$ cat src/rtl/modrm_pkg.sv
package modrm_pkg;

    localparam int FORM_W = 8;
    localparam int RM_W   = 3;

    typedef enum logic [1:0] {
        MD_INDIRECT = 2'b00,
        MD_DISP8    = 2'b01,
        MD_DISP32   = 2'b10,
        MD_DIRECT   = 2'b11
    } mod_e;

    localparam logic [RM_W-1:0] RM_ESCAPE   = 3'b100;
    localparam logic [RM_W-1:0] RM_ABSOLUTE = 3'b101;

    typedef struct packed {
        mod_e            mode;
        logic [2:0]      reg_f;
        logic [RM_W-1:0] rm;
    } modrm_t;

    typedef enum logic [1:0] {
        ST_IDLE,
        ST_DISP,
        ST_FINISH
    } ctl_st_e;

    function automatic modrm_t split_form(input logic [FORM_W-1:0] b);
        modrm_t f;
        f.mode  = mod_e'(b[7:6]);
        f.reg_f = b[5:3];
        f.rm    = b[2:0];
        return f;
    endfunction

    function automatic logic is_escape(input modrm_t f);
        return (f.mode != MD_DIRECT) && (f.rm == RM_ESCAPE);
    endfunction

    function automatic logic is_absolute(input modrm_t f);
        return (f.mode == MD_INDIRECT) && (f.rm == RM_ABSOLUTE);
    endfunction

endpackage

$ cat src/rtl/modrm_field_dec.sv
module modrm_field_dec
    import modrm_pkg::*;
#(
    parameter int ADDR_W = 32
) (
    input  logic [FORM_W-1:0]                   form_i,
    output modrm_t                              fields_o,
    output logic [$clog2(ADDR_W/8+1)-1:0]       len_o,
    output logic                                use_base_o,
    output logic                                direct_o,
    output logic                                sib_o
);
    localparam int NB    = ADDR_W / 8;
    localparam int CNT_W = $clog2(NB + 1);

    modrm_t f;
    logic   esc;
    logic   absl;

    always_comb begin
        f          = split_form(form_i);
        esc        = is_escape(f);
        absl       = is_absolute(f);
        direct_o   = (f.mode == MD_DIRECT);
        sib_o      = esc;
        use_base_o = !direct_o && !esc && !absl;
        fields_o   = f;
        unique case (f.mode)
            MD_INDIRECT: len_o = absl ? CNT_W'(NB) : '0;
            MD_DISP8:    len_o = esc ? '0 : CNT_W'(1);
            MD_DISP32:   len_o = esc ? '0 : CNT_W'(NB);
            default:     len_o = '0;
        endcase
    end

endmodule

$ cat src/rtl/modrm_disp_shift.sv
module modrm_disp_shift #(
    parameter int ADDR_W = 32
) (
    input  logic                              clk,
    input  logic                              rst,
    input  logic                              clear_i,
    input  logic                              shift_i,
    input  logic [7:0]                        byte_i,
    input  logic [$clog2(ADDR_W/8+1)-1:0]     len_i,
    output logic [ADDR_W-1:0]                 disp_o
);
    localparam int NB = ADDR_W / 8;

    logic [7:0]        lane_q [NB];
    logic [ADDR_W-1:0] packed_w;

    for (genvar g = 0; g < NB; g++) begin : g_lane
        if (g == NB - 1) begin : g_top
            always_ff @(posedge clk) begin
                if (rst || clear_i)
                    lane_q[g] <= '0;
                else if (shift_i)
                    lane_q[g] <= byte_i;
            end
        end else begin : g_mid
            always_ff @(posedge clk) begin
                if (rst || clear_i)
                    lane_q[g] <= '0;
                else if (shift_i)
                    lane_q[g] <= lane_q[g+1];
            end
        end
        assign packed_w[g*8 +: 8] = lane_q[g];
    end

    // Bytes enter at the top lane, so a short displacement sits in the top
    // bits; an arithmetic right shift both aligns and sign-extends it.
    always_comb begin
        if (len_i == '0)
            disp_o = '0;
        else
            disp_o = $signed(packed_w) >>> ((NB - int'(len_i)) * 8);
    end

endmodule

$ cat src/rtl/modrm_ea_add.sv
module modrm_ea_add #(
    parameter int ADDR_W = 32
) (
    input  logic [ADDR_W-1:0] base_i,
    input  logic [ADDR_W-1:0] disp_i,
    input  logic              use_base_i,
    input  logic              zero_i,
    output logic [ADDR_W-1:0] ea_o
);
    logic [ADDR_W-1:0] base_gated;

    always_comb begin
        base_gated = use_base_i ? base_i : '0;
        ea_o       = zero_i ? '0 : (base_gated + disp_i);
    end

endmodule

$ cat src/rtl/modrm_ea_gen.sv
module modrm_ea_gen
    import modrm_pkg::*;
#(
    parameter int ADDR_W = 32
) (
    input  logic              clk,
    input  logic              rst,
    input  logic              in_valid_i,
    input  logic [7:0]        in_data_i,
    output logic              in_ready_o,
    output logic [2:0]        rf_addr_o,
    input  logic [ADDR_W-1:0] rf_data_i,
    output logic              done_o,
    output logic [1:0]        mod_o,
    output logic [2:0]        reg_o,
    output logic [2:0]        rm_o,
    output logic              reg_direct_o,
    output logic              sib_err_o,
    output logic [ADDR_W-1:0] ea_o
);
    localparam int NB    = ADDR_W / 8;
    localparam int CNT_W = $clog2(NB + 1);

    ctl_st_e           state_q;
    modrm_t            fields_q;
    logic [CNT_W-1:0]  len_q;
    logic [CNT_W-1:0]  rem_q;
    logic              use_base_q;
    logic              direct_q;
    logic              sib_q;

    logic              done_q;
    logic [1:0]        res_mod_q;
    logic [2:0]        res_reg_q;
    logic [2:0]        res_rm_q;
    logic              res_direct_q;
    logic              res_sib_q;
    logic [ADDR_W-1:0] res_ea_q;

    modrm_t            dec_fields;
    logic [CNT_W-1:0]  dec_len;
    logic              dec_use_base;
    logic              dec_direct;
    logic              dec_sib;
    logic [ADDR_W-1:0] disp_w;
    logic [ADDR_W-1:0] ea_next;
    logic              take;

    assign in_ready_o = (state_q != ST_FINISH);
    assign take       = in_valid_i && in_ready_o;
    assign rf_addr_o  = fields_q.rm;

    modrm_field_dec #(.ADDR_W(ADDR_W)) i_dec (
        .form_i     (in_data_i),
        .fields_o   (dec_fields),
        .len_o      (dec_len),
        .use_base_o (dec_use_base),
        .direct_o   (dec_direct),
        .sib_o      (dec_sib)
    );

    modrm_disp_shift #(.ADDR_W(ADDR_W)) i_disp (
        .clk     (clk),
        .rst     (rst),
        .clear_i (take && (state_q == ST_IDLE)),
        .shift_i (take && (state_q == ST_DISP)),
        .byte_i  (in_data_i),
        .len_i   (len_q),
        .disp_o  (disp_w)
    );

    modrm_ea_add #(.ADDR_W(ADDR_W)) i_add (
        .base_i     (rf_data_i),
        .disp_i     (disp_w),
        .use_base_i (use_base_q),
        .zero_i     (direct_q || sib_q),
        .ea_o       (ea_next)
    );

    always_ff @(posedge clk) begin
        if (rst) begin
            state_q      <= ST_IDLE;
            fields_q     <= '0;
            len_q        <= '0;
            rem_q        <= '0;
            use_base_q   <= 1'b0;
            direct_q     <= 1'b0;
            sib_q        <= 1'b0;
            done_q       <= 1'b0;
            res_mod_q    <= '0;
            res_reg_q    <= '0;
            res_rm_q     <= '0;
            res_direct_q <= 1'b0;
            res_sib_q    <= 1'b0;
            res_ea_q     <= '0;
        end else begin
            done_q <= 1'b0;
            unique case (state_q)
                ST_IDLE: begin
                    if (take) begin
                        fields_q   <= dec_fields;
                        len_q      <= dec_len;
                        rem_q      <= dec_len;
                        use_base_q <= dec_use_base;
                        direct_q   <= dec_direct;
                        sib_q      <= dec_sib;
                        state_q    <= (dec_len == '0) ? ST_FINISH : ST_DISP;
                    end
                end
                ST_DISP: begin
                    if (take) begin
                        rem_q <= rem_q - CNT_W'(1);
                        if (rem_q == CNT_W'(1))
                            state_q <= ST_FINISH;
                    end
                end
                ST_FINISH: begin
                    done_q       <= 1'b1;
                    res_mod_q    <= fields_q.mode;
                    res_reg_q    <= fields_q.reg_f;
                    res_rm_q     <= fields_q.rm;
                    res_direct_q <= direct_q;
                    res_sib_q    <= sib_q;
                    res_ea_q     <= ea_next;
                    state_q      <= ST_IDLE;
                end
                default: state_q <= ST_IDLE;
            endcase
        end
    end

    assign done_o       = done_q;
    assign mod_o        = res_mod_q;
    assign reg_o        = res_reg_q;
    assign rm_o         = res_rm_q;
    assign reg_direct_o = res_direct_q;
    assign sib_err_o    = res_sib_q;
    assign ea_o         = res_ea_q;

endmodule

$ cat config.mk
export PLATFORM = sky130hd
export DESIGN_NAME = modrm_ea_gen
export DESIGN_NICKNAME = d
export VERILOG_FILES = /design/src/rtl/modrm_pkg.sv /design/src/rtl/modrm_field_dec.sv /design/src/rtl/modrm_disp_shift.sv /design/src/rtl/modrm_ea_add.sv /design/src/rtl/modrm_ea_gen.sv
export SDC_FILE = /design/constraint.sdc
export NUM_CORES = 1
export LEC_CHECK = 0
export CAP_MARGIN = 40
export CORE_MARGIN = 5
export CORE_UTILIZATION = 45
export DETAILED_ROUTE_END_ITERATION = 8
export PLACE_DENSITY = 0.72
export SLEW_MARGIN = 15
export SYNTH_ARGS = -nofsm -noshare
export SYNTH_HDL_FRONTEND = slang
export SYNTH_HIERARCHICAL = 1
export SYNTH_SLANG_ARGS = --single-unit
$ cat constraint.sdc
create_clock -name clk -period 9.1 [get_ports clk]
set_input_delay 1.82 -clock clk [delete_from_list [all_inputs] [get_ports clk]]
set_output_delay 1.82 -clock clk [all_outputs]
set_load 0.1 [all_outputs]
After elaboration in Yosys (flattened, before gate mapping)

Memory sizes are Yosys's and may differ from the RTL's.
Index checks and enable logic that the tools add are counted.

Bits in registers: 62
Memories kept: 1
Memory bits (writable): 32
Input bits: 43
Output and inout port bits: 47
Word-level logic and storage cells: 83

Mux-type cells: 25
Reductions and logical operators: 20
Bitwise operators: 4
Equality and inequality tests: 13
Shift-type cells: 1
Add/sub/neg operators: 3

Memory list:

| memory        | depth | width | read ports | clocked after Yosys merged registers in | wr ports | RTL line               | RTL |
|---|---|---|---|---|---|---|---|
| i_disp.lane_q | 4     | 8     | 4          | 0                                       | 4        | modrm_disp_shift.sv:14 | `logic [7:0] lane_q [NB];` |

Operator list:

| operator                                          | number |
|---|---|
| 2-to-1 mux 32 bit                                 | 3 |
| adder 32 bit                                      | 1 |
| 2-to-1 mux 8 bit                                  | 4 |
| >>> shifter 32 x 32 -> 32 bit                     | 1 |
| 2-to-1 mux 3 bit                                  | 4 |
| case mux 3 bit (3 select lines)                   | 1 |
| 2-to-1 mux 2 bit                                  | 4 |
| != test 2 bit (second input constant)             | 4 |
| logical AND 1 bit                                 | 7 |
| 2-to-1 mux 1 bit                                  | 7 |
| == test 2 bit (second input constant)             | 3 |
| == test 3 bit (second input constant)             | 2 |
| logical NOT 3 bit                                 | 2 |
| case mux 3 bit (2 select lines)                   | 1 |
| AND reduction 3 bit                               | 2 |
| == test 2 x 1 -> 1 bit (second input constant)    | 2 |
| logical NOT 2 bit                                 | 2 |
| bitwise OR 1 bit                                  | 4 |
| case mux 2 bit (2 select lines)                   | 1 |
| subtractor 3 x 3 -> 4 bit (first input constant)  | 1 |
| == test 3 x 1 -> 1 bit (second input constant)    | 1 |
| logical NOT 1 bit                                 | 3 |
| subtractor 3 x 1 -> 3 bit (second input constant) | 1 |
| logical OR 1 bit                                  | 2 |
| 3 further kinds                                   | 3 |

Depth between registers and ports, before layout

Word-level depth: 8
Mapped depth: 22
Mapped depth without buffers: 19

Hierarchy

Netlist, hierarchy kept.

By module, submodules not included:

| module           | seq. area each (sq um) | instances | cells each | area an instance (sq um) |
|---|---|---|---|---|
| modrm_disp_shift | 960.9                  | 1         | 217        | 2372.3 |
| modrm_ea_gen     | 1241.2                 | 1         | 285        | 2343.5 |
| modrm_ea_add     | 0.0                    | 1         | 315        | 2185.8 |
| modrm_field_dec  | 0.0                    | 1         | 20         | 148.9 |

Worst setup path after synthesis

Ideal clock, no wire load.

Path type: input to register
Start: input rf_data_i[0]
End: register res_ea_q[28] (netlist: ea_o[28])
Library setup time: 0.132 ns
Data arrival time: 4.018 ns
Cell stages on the path: 13
Data required time: 8.968 ns
Buffers on the path: 0
Path slack: 4.950 ns
Cells stage by stage: and2_1 > ha_1 > inv_1 > fa_1 > and2b_2 > o2111ai_1 > a21oi_4 > o211ai_2 > o41ai_2 > a31oi_1 > mux2_1 > nand2_1 > a21oi_1

Longest elaborated chain between the ends: 3

RTL lines:

| what                 | RTL line            | RTL |
|---|---|---|
| from (decl)          | modrm_ea_gen.sv:12  | `input logic [ADDR_W-1:0] rf_data_i,` |
| 2-to-1 mux 32 bit    | modrm_ea_add.sv:13  | `base_gated = use_base_i ? base_i : '0;` |
| adder 32 bit         | modrm_ea_add.sv:14  | `ea_o = zero_i ? '0 : (base_gated + disp_i);` |
| 2-to-1 mux 32 bit    | modrm_ea_add.sv:14  |  |
| net ea_next[28]      | modrm_ea_gen.sv:46  | `logic [ADDR_W-1:0] ea_next;` |
| to (signal assigned) | modrm_ea_gen.sv:124 | `res_ea_q <= ea_next;` |
| to (decl)            | modrm_ea_gen.sv:38  | `logic [ADDR_W-1:0] res_ea_q;` |

The timed path passes the listed nets, and every way through them passes these cells.
A chain may end at the register's enable or synchronous reset.

Final worst setup path

Start: register len_q[0]
End: register res_ea_q[28] (netlist: ea_o[28])

Longest elaborated chain between the ends: 5
Elaborated cells on any way between the ends: 6
Classes of those cells: 2 x add/sub; 1 x shift; 2 x mux; 1 x reduce/logical

RTL lines:

| what                          | RTL line               | RTL |
|---|---|---|
| from (decl)                   | modrm_ea_gen.sv:26     | `logic [CNT_W-1:0] len_q;` |
| from (signal assigned)        | modrm_ea_gen.sv:102    | `len_q <= dec_len;` |
| subtractor 3 x 3 -> 4 bit     | modrm_disp_shift.sv:42 | `disp_o = $signed(packed_w) >>> ((NB - int'(len_i)) * 8);` |
| >>> shifter 32 x 32 -> 32 bit | modrm_disp_shift.sv:42 |  |
| 2-to-1 mux 32 bit (*)         | modrm_disp_shift.sv:39 | `if (len_i == '0)` |
| net disp_w[0]                 | modrm_ea_gen.sv:45     | `logic [ADDR_W-1:0] disp_w;` |
| adder 32 bit (*)              | modrm_ea_add.sv:14     |  |
| 2-to-1 mux 32 bit (*)         | modrm_ea_add.sv:14     |  |
| net ea_next[28]               | modrm_ea_gen.sv:46     |  |

Mark *: on every way through the listed nets, which the timed path passes. The rest lies on a longest branch.

==> reports/results.tsv <==
stage	metric	value	unit
synthesis	Post-synth EDFFs	32	
place	DP HPWL	13700	um
grt	initial antenna violation count	0	
synthesis	count of different cell masters after synthesis	84	
setup_path	Arrival @ worst endpoint	5190	ps
synthesis	Seq/Total Area, Yosys	31.2	%
synthesis	ys async rst share	0	%
sta	RSZ-0062 raised after global routing	false	
setup_path	kind of critical path	reg2reg	
grt	vias in the first global route	6069	
sta	Worst-Margin Slew	756	ps
synthesis	main flop type after synthesis	dfxtp_1	
route	DR WL/cell	16.2	um
route	vias	6317	
setup_path	CP max stage cell	ha_1	
setup_path	CP endpoint kind	flop	
place	GPL Wtd Cong	0.983	
setup_path	Critical Path RT	9320	ps
layout	fillers	1327	
cts	CTS clk-pin slew, worst paths	80	ps
run	MaxCap Viol Count	0	
setup_path	Startpoint Class	flop	
place	placed instance area	8640	sq um
synthesis	YS warnings	6	
sta	setup_tns	0	ps
sta	minimum clock period	4970	ps
cts	CTS tree	yes	
setup_path	maximum fanout along the worst path	27	
setup_path	Slowest Stage Delay on Critical Path	400	ps
floorplanning	full die area	18300	sq um
route	vias per cell	5.50	
power	Worst VDD drop	0.000103	V
grt	largest net degree at the start of global routing	66	
setup_path	crit-path cells	buf_4, inv_2, ha_1, ha_1, nor2b_1, buf_4, o21ai_2, o21ai_1, a31oi_1, ha_1, inv_1, fa_1, and2b_2, o2111ai_1, a21oi_4, o211ai_2, o41ai_2, a31oi_1, mux2_1, nand2_1, a21oi_1	
cts	Post-CTS Hold Buffers	0	
cts	Worst-Skew Late Latency	370	ps
layout	Layout area overhead	26.7	%
floorplanning	CORE AREA	15300	sq um
outcome	status	finished clean	
layout	ratio of cells with drive above 1 in the final layout	17.6	%
grt	first-pass GRT wire length	31100	um
grt	grt ovf	0	
sta	Pins Over Slew Limit	0	
cts	CTS Buf Count	9	
route	DR iter-0 viols	475	
sta	Slew Limit Headroom	49.6	%
floorplanning	Ports	90	
sta	worst clock skew	14.4	ps
route	# DRC	0	
sta	count of final setup violators	0	
layout	layout net count	1012	
route	router iterations before antenna repair	5	
synthesis	post-synthesis cell area	7050	sq um
cts	root cell of the clock tree	clkbuf_16	
grt	Overall Global Routing Usage	21.0	%
sta	Max Freq	201	MHz
place	Port Buffers	89	
layout	final instance area	8940	sq um
synthesis	Post-Syn Instances	837	
floorplanning	Initial Util	46.2	%
synthesis	syn_area_per_cell	8.42	sq um
power	pwr dens	136	nW/um^2
hold_path	Hold Path Class	reg2reg	
cts	# H-tree levels	3	
cts	Post-CTS Resized	0	
cts	Max Root-Sink Buffers	2	
floorplanning	# rows	45	
layout	# diodes	0	
power	Leak Pwr	3.45	nW
synthesis	syn nets	916	
route	total wire length	18600	um
route	post-route ant nets	0	
synthesis	FF+latch count, synth	94	
cts	# Post-CTS Setup Buffers	0	
sta	crit share post-route	54.6	%
floorplanning	height of the die	135	um
cts	clock sinks	94	
setup_path	CP dominant cell by count	ha_1	
sta	count of final hold-check violations	0	
floorplanning	Die Wd	135	um
[worst paths after layout]
path                            slack (ps)  depth (start not counted)      from  endpoint
worst min-delay path                   450                          2   ea_o[4]   ea_o[4]
worst min register to register         450                          2   ea_o[4]   ea_o[4]
worst max register to register        4130                         21  len_q[0]  ea_o[28]
worst max-delay path                  4130                         21  len_q[0]  ea_o[28]
[through the flow]
stage / utilization, % / worst slack [ps] / power (mW) / instances / hold slack [ps]
floorplan: - / 4950 / 0.746 / 837 / 432
global placement: 51.5 / 4200 / 0.816 / 1085 / 439
detailed placement: 56.6 / 4160 / 0.840 / 1133 / 445
CTS: 58.6 / 4160 / 1.22 / 1149 / 456
global route: 58.6 / 3840 / 1.28 / 1149 / 473
finish: 58.6 / 4130 / 1.22 / 1149 / 452
[synth_stat cells (all sizes together) (7+ instances only)]
library cell  instances  share of area (%)
nor2b                14                1.2
buf                  41                4.6
a211oi                7               0.82
nor2                 60                3.4
a32o                  7               0.99
nand2b                8               0.92
nand2               151                8.4
inv                  14               0.75
o221ai                7                1.5
and2                 67                6.0
xor2                  8               0.99
dfxtp                62                 18
a31oi                13                1.4
ha                   35                6.2
mux2                 19                3.1
edfxtp               32                 14
o21ai                26                2.0
a21o                  9               0.98
clkbuf               19                1.3
nor3                 10               0.78
nand3                11               0.78
xnor2                15                1.9
a21oi               112                9.0
a221oi                8                1.7
mux2i                12                1.7
[critical path: cells and delay by family, from the launching register on]
kind	cells	cell delay (ps)
flip-flops	1	310
AND/OR/NAND/NOR	3	490
AO/OA/AOI/OAI	9	1630
adder cells (fa/ha/maj)	4	1230
multiplexers	1	320
buffers and inverters	4	820
[sequential cells by signal (all words and copies together), names as in the netlist]
name	cells
ea_o	32
fields_q	5
mod_o	2
len_q	3
reg_direct_o	1
rm_o	3
direct_q	1
rem_q	3
sib_err_o	1
sib_q	1
state_q	2
reg_o	3
done_o	1
i_disp/lane_q	32
rf_addr_o	3
use_base_q	1
[kinds of logic after synthesis]
family / Yosys count / synth area share [%]
AND/OR/NAND/NOR: 354 / 25.0
AO/OA/AOI/OAI: 223 / 22.8
flip-flops: 94 / 31.2
buffers and inverters: 75 / 6.76
adder cells (fa/ha/maj): 36 / 6.50
multiplexers: 31 / 4.84
XOR/XNOR: 23 / 2.86
other: 1 / 0.0532
[cell usage in the layout, fill, tap and decap left out, types with 4 or more instances in the layout]
master             n
xor2_1             8
dfxtp_1           62
buf_4              8
inv_1              9
clkbuf_16          9
o221ai_2           7
a21oi_1           99
nand2_1          144
mux2i_1           12
nand2b_1           6
a21oi_2           10
and2_1            66
edfxtp_1          32
a32o_1             7
nand2_2            6
nor2b_1           13
o21a_1             5
nor2_1            58
a21o_1             8
o211ai_1           5
buf_8             43
nor3_1             9
nand3_1           11
buf_16             5
ha_1              35
a221oi_2           8
a211oi_1           6
and3_2             4
clkdlybuf4s50_1   88
o21ai_0           19
xnor2_1           15
o21ai_1            5
a31oi_1           12
inv_2              5
mux2_2            16
nand4_1            6
[power breakdown]
group | switching [mW] | internal, mW | total [mW] | leakage, nW
combinational | 0.216 | 0.134 | 0.350 | 2.45
sequential | 0.0252 | 0.460 | 0.485 | 0.854
clock | 0.186 | 0.195 | 0.381 | 0.145
[cell type report]
class | count | area (sq um) | share of cell area [%]
multi-input cells | 668 | 4380 | 49.0
inverters | 15 | 61.3 | 0.686
repair buffers | 145 | 1730 | 19.4
clock inverters | 7 | 75.1 | 0.840
clock buffers | 9 | 225 | 2.52
well taps | 211 | 264 | 2.95
flip-flops and latches | 94 | 2200 | 24.6
[routing by layer]
metal / GRT usage (%) / wire (um) / share of wire (%) / vias up
li1: - / - / - / 3137
met1: 28.3 / 8560 / 46 / 2940
met2: 33.0 / 8440 / 45 / 218
met3: 6.54 / 1390 / 7.5 / 22
met4: 4.59 / 238 / 1.3 / 0
met5: 0 / 0 / 0 / -
(Power assumes the default switching activity.)
